### config.mk
export PLATFORM = sky130hd
export DESIGN_NAME = rbp_top
export DESIGN_NICKNAME = d
export VERILOG_FILES = /design/src/rtl/rbp_pkg.sv /design/src/rtl/rbp_park_group.sv /design/src/rtl/rbp_strap_decode.sv /design/src/rtl/rbp_top.sv
export SDC_FILE = /design/constraint.sdc
export NUM_CORES = 1
export LEC_CHECK = 0
export ABC_AREA = 1
export BUFFER_PORTS_ARGS = -buffer_cell sky130_fd_sc_hd__buf_2
export CAP_MARGIN = 20
export CORE_UTILIZATION = 31
export CTS_CLUSTER_SIZE = 16
export DETAILED_ROUTE_END_ITERATION = 16
export PLACE_DENSITY_LB_ADDON = 0.1
export SLEW_MARGIN = 20
export SYNTH_ARGS = -nofsm -noshare
export SYNTH_HDL_FRONTEND = slang
export SYNTH_SLANG_ARGS = --single-unit
### constraint.sdc
create_clock -name clk_i -period 0.8 [get_ports clk_i]
set_input_delay 0.04 -clock clk_i [delete_from_list [all_inputs] [get_ports clk_i]]
set_output_delay 0.04 -clock clk_i [all_outputs]
set_load 0.005 [all_outputs]
### src/rtl/rbp_pkg.sv
package rbp_pkg;
  typedef enum logic [1:0] {
    POL_PULSE_HIGH = 2'd0,
    POL_HOLD_LOW   = 2'd1,
    POL_FLOAT      = 2'd2
  } park_policy_e;

  localparam int unsigned STRB_W = 3;
  localparam int unsigned HOLD_W = 2;
endpackage

### src/rtl/rbp_park_group.sv
module rbp_park_group
  import rbp_pkg::*;
#(
  parameter park_policy_e POLICY = POL_FLOAT,
  parameter int unsigned  WIDTH  = 1
) (
  input  logic             active_i,
  input  logic             first_i,
  output logic [WIDTH-1:0] oe_o,
  output logic [WIDTH-1:0] val_o
);
  if (POLICY == POL_PULSE_HIGH) begin : g_pulse
    assign oe_o  = {WIDTH{active_i & first_i}};
    assign val_o = {WIDTH{active_i & first_i}};
  end else if (POLICY == POL_HOLD_LOW) begin : g_hold
    assign oe_o  = {WIDTH{active_i}};
    assign val_o = '0;
  end else begin : g_float
    assign oe_o  = '0;
    assign val_o = '0;
  end
endmodule

### src/rtl/rbp_strap_decode.sv
module rbp_strap_decode (
  input  logic clk_i,
  input  logic rst_ni,
  input  logic sample_i,
  input  logic fresh_i,
  input  logic qs_i,
  input  logic ucs_i,
  input  logic lcs_i,
  input  logic test_i,
  output logic qs_o,
  output logic oce_o,
  output logic enh_o
);
  logic low_seen_q;
  logic prior_low;
  logic oce_hit;

  // history from earlier edges of this reset only
  assign prior_low = low_seen_q & ~fresh_i;
  assign oce_hit   = ~ucs_i & ~lcs_i;

  always_ff @(posedge clk_i or negedge rst_ni) begin
    if (!rst_ni) begin
      low_seen_q <= 1'b0;
      qs_o       <= 1'b0;
      oce_o      <= 1'b0;
      enh_o      <= 1'b0;
    end else if (sample_i) begin
      low_seen_q <= prior_low | ~test_i;
      oce_o      <= oce_hit;
      qs_o       <= ~qs_i & ~oce_hit;
      enh_o      <= prior_low & test_i;
    end
  end

  a_r8_enh_needs_high: assert property (@(posedge clk_i) disable iff (!rst_ni)
    $rose(enh_o) |-> $past(sample_i & test_i & ~fresh_i));
  a_r7_oce_priority: assert property (@(posedge clk_i) disable iff (!rst_ni)
    !(qs_o && oce_o));
endmodule

### src/rtl/rbp_top.sv
module rbp_top
  import rbp_pkg::*;
#(
  parameter int unsigned AD_W = 16,
  parameter int unsigned UA_W = 4,
  parameter int unsigned ST_W = 3,
  localparam int unsigned FL_W = AD_W + UA_W + 2
) (
  input  logic              clk_i,
  input  logic              rst_ni,
  input  logic              rst_req_i,
  input  logic              qs_strap_i,
  input  logic              ucs_strap_i,
  input  logic              lcs_strap_i,
  input  logic              test_strap_i,
  output logic              park_active_o,
  output logic [STRB_W-1:0] strb_oe_o,
  output logic [STRB_W-1:0] strb_val_o,
  output logic [ST_W-1:0]   stat_oe_o,
  output logic [ST_W-1:0]   stat_val_o,
  output logic              lock_oe_o,
  output logic              lock_val_o,
  output logic [HOLD_W-1:0] hold_oe_o,
  output logic [HOLD_W-1:0] hold_val_o,
  output logic [FL_W-1:0]   float_oe_o,
  output logic [FL_W-1:0]   float_val_o,
  output logic              mode_qs_o,
  output logic              mode_oce_o,
  output logic              mode_enh_o
);
  logic in_rst_q;
  logic first_q;
  logic fresh;

  assign fresh = rst_req_i & ~in_rst_q;

  always_ff @(posedge clk_i or negedge rst_ni) begin
    if (!rst_ni) begin
      in_rst_q <= 1'b0;
      first_q  <= 1'b0;
    end else begin
      in_rst_q <= rst_req_i;
      first_q  <= fresh;
    end
  end

  assign park_active_o = in_rst_q;

  rbp_park_group #(.POLICY(POL_PULSE_HIGH), .WIDTH(STRB_W)) i_strb (
    .active_i(in_rst_q), .first_i(first_q), .oe_o(strb_oe_o), .val_o(strb_val_o));
  rbp_park_group #(.POLICY(POL_PULSE_HIGH), .WIDTH(ST_W)) i_stat (
    .active_i(in_rst_q), .first_i(first_q), .oe_o(stat_oe_o), .val_o(stat_val_o));
  rbp_park_group #(.POLICY(POL_PULSE_HIGH), .WIDTH(1)) i_lock (
    .active_i(in_rst_q), .first_i(first_q), .oe_o(lock_oe_o), .val_o(lock_val_o));
  rbp_park_group #(.POLICY(POL_HOLD_LOW), .WIDTH(HOLD_W)) i_hold (
    .active_i(in_rst_q), .first_i(first_q), .oe_o(hold_oe_o), .val_o(hold_val_o));
  rbp_park_group #(.POLICY(POL_FLOAT), .WIDTH(FL_W)) i_float (
    .active_i(in_rst_q), .first_i(first_q), .oe_o(float_oe_o), .val_o(float_val_o));

  rbp_strap_decode i_straps (
    .clk_i   (clk_i),
    .rst_ni  (rst_ni),
    .sample_i(rst_req_i),
    .fresh_i (fresh),
    .qs_i    (qs_strap_i),
    .ucs_i   (ucs_strap_i),
    .lcs_i   (lcs_strap_i),
    .test_i  (test_strap_i),
    .qs_o    (mode_qs_o),
    .oce_o   (mode_oce_o),
    .enh_o   (mode_enh_o)
  );

  a_r1_follows_req: assert property (@(posedge clk_i) disable iff (!rst_ni)
    rst_req_i |=> park_active_o);
  a_r2_pulse_single: assert property (@(posedge clk_i) disable iff (!rst_ni)
    strb_oe_o[0] |=> !strb_oe_o[0] && !stat_oe_o[0] && !lock_oe_o);
  a_r2_pulse_at_start: assert property (@(posedge clk_i) disable iff (!rst_ni)
    $rose(park_active_o) |-> (&strb_val_o) && (&stat_val_o) && lock_val_o);
  a_r3_hold_low: assert property (@(posedge clk_i) disable iff (!rst_ni)
    park_active_o |-> (&hold_oe_o) && (hold_val_o == '0));
  a_r5_released: assert property (@(posedge clk_i) disable iff (!rst_ni)
    !park_active_o |-> !(|strb_oe_o) && !(|stat_oe_o) && !lock_oe_o && !(|hold_oe_o));
  a_r9_modes_held: assert property (@(posedge clk_i) disable iff (!rst_ni)
    !rst_req_i |=> $stable({mode_qs_o, mode_oce_o, mode_enh_o}));
endmodule

==> results.toml <==
[status]
status = "finished, violations left"
violations = "setup timing"

[placed_design]
place.gp.congestion = 0.608
dp.final_hpwl_um = 635
portBuffers = 26
dp.cells = 125
dp_slack_ns = 0.0211

[grt]
antenna_found_initial = 0
grt_pass1_vias = 236
grt_max_degree = 15
grt_overflow = 0
grtUsageTotal = 0.0559
grt_pass1_wl_um = 966

[clock_tree]
clockBufferDepth = 2
cts-root-buf = "clkbuf_4"
cts_tree = "built"
htreeDepth = 1
cts_buffers = 3
clkSinkCount = 6
path_clk_slew_ns = 0.05
clk-insertion-delay-late_ns = 0.24

[sta]
hold_violations = 0
hold_slack_ns = 0.0464
tns_ns = -3.06
clock_skew_ns = 0.00182
finalCriticalPeriod_ns = 0.986
finalMaxSlewViolations = 0
rsz0062_at_grt = "true"
fin_crit_sh = 1.23
setup_viol = 17
fmax_ghz = 1.01
fin_ws_ns = -0.186

[drt]
routedWlPerCell_um = 5.79
wirelength_um = 758
drtPass1Iterations = 4
ant_nets = 0
drc = 0
drtIter0Drc = 11
vias = 404
avgViaCountPerCell = 3.08

[synth]
synth-xor-area-share = 0
muxShareOfSynthArea = 0
synthAdderAreaFrac = 0
synth_area_um2 = 692
synthSimpleGateAreaFrac = 0.0741
ys_seq_area_frac = 0.217
synth_cell_types = 11
synth_top_family_by_area = "buffers and inverters"
yosysWarnings = 0
synth-seq-cells = 6
avgSynthCellArea_um2 = 7.95
synth_compound_area_frac = 0.0145
synthCells = 87

[power]
p_per_area_nw_per_um2 = 1240
p_leak_nw = 0.439
vdd_drop_max_uv = 645

[finish]
num_antenna_cells = 0
drive_gt1_frac = 0.337
nNetsFinal = 113
fin_cells = 131
mostFrequentLayoutCell = "conb_1"
fill_cells = 221
area_growth_pct = -7.41
final_cell_mix = "conb_1, buf_2, nand2_1"

[floorplanning]
core_region_area_um2 = 2020
boundaryPins = 73
rows = 16
initial_utilization = 0.342
fp.dieW_um = 49.2
die_area_um2 = 2430
fp.dieH_um = 49.2

[critical_path]
cp_data_required_time_ns = 0.76
cp-start-kind = "register"
critical_path_class = "register to output pin"
arrival_ns = 0.95
crit_fanout = 14
end_kind = "output pin"

[hold_path]
hold_path.class = "input pin to register"

[flow_run]
cap_violations = 0
-- flip-flops by register name, summed over array words and instances, names as in the netlist --
register and flops:
i_straps.qs_o 1, park_active_o 1, i_straps.low_seen_q 1, i_straps.oce_o 1, i_straps.enh_o 1, first_q 1
-- routing by layer --
layer,GRT usage,vias to the layer above,wire length (µm)
li1,-,188,-
met1,0.0712,168,290
met2,0.0685,48,344
met3,0.0187,0,122
met4,0.0588,0,0
met5,0,-,0
-- synthesized netlist by cell type --
| cell | count | area (µm²) |
|---|---|---|
| nand3_1 | 1 | 5.00 |
| conb_1 | 1 | 3.75 |
| buf_4 | 61 | 458 |
| nor2_1 | 1 | 3.75 |
| or2_0 | 1 | 6.26 |
| dfrtp_1 | 6 | 150 |
| nand4_1 | 1 | 6.26 |
| inv_2 | 1 | 3.75 |
| inv_1 | 4 | 15.0 |
| o21ai_0 | 2 | 10.0 |
| nand2_1 | 8 | 30.0 |
-- stage by stage --
stage,total power (W),area (µm²),utilization
2_1_floorplan,0.000636,866,-
3_3_place_gp,0.000509,579,0.287
3_5_place_dp,0.000508,579,0.287
4_1_cts,0.000801,629,0.311
5_1_grt,0.000861,641,0.317
6_report,0.000797,641,0.317
-- path summary, 6_finish.rpt --
check / start / endpoint / slack, ns / depth (start not counted)
min in group asynchronous: rst_ni / i_straps.enh_o$_DFFE_PN0P_ / 0.15 / 2
worst min register to register: i_straps.qs_o$_DFFE_PN0P_ / i_straps.qs_o$_DFFE_PN0P_ / 0.47 / 2
worst max-delay path: park_active_o$_DFF_PN0_ / strb_oe_o[0] / -0.19 / 3
worst min-delay path: qs_strap_i / i_straps.qs_o$_DFFE_PN0P_ / 0.05 / 4
worst max register to register: park_active_o$_DFF_PN0_ / i_straps.enh_o$_DFFE_PN0P_ / 0.02 / 3
max in group asynchronous: rst_ni / park_active_o$_DFF_PN0_ / 0.50 / 2
-- power by group --
part           internal, W  switching, W
clock network     0.000169      0.000105
registers         0.000328     0.0000136
logic            0.0000704      0.000110
total             0.000568      0.000229
-- cell type report --
class / count / area (µm²) / share of cell area
Sequential cell: 6 / 151 / 0.236
Clock buffer: 3 / 22.5 / 0.0352
Tap cell: 27 / 33.8 / 0.0527
Multi-Input combinational cell: 60 / 236 / 0.369
Timing Repair Buffer: 30 / 175 / 0.273
Inverter: 5 / 21.3 / 0.0332
-- critical path: stages, from the launching register on --
cell	delay, ns
dfrtp_2	0.43
nand2_2	0.09
inv_4	0.06
buf_2	0.12
-- cells by family after synthesis --
family,after synthesis
other,1
AO/OA/AOI/OAI,2
AND/OR/NAND/NOR,12
flip-flops,6
buffers and inverters,66
-- repair_timing --
item / 4_1_cts / 5_1_grt
hold buffers: 2 / 0
pin swaps: 0 / 2
endpoints found under the setup margin: 17 / 22
hold endpoints to repair: 7 / 0
setup buffers: 1 / 0
gates resized for setup: 0 / 3
No activity file was read; power rests on OpenSTA's default activity.
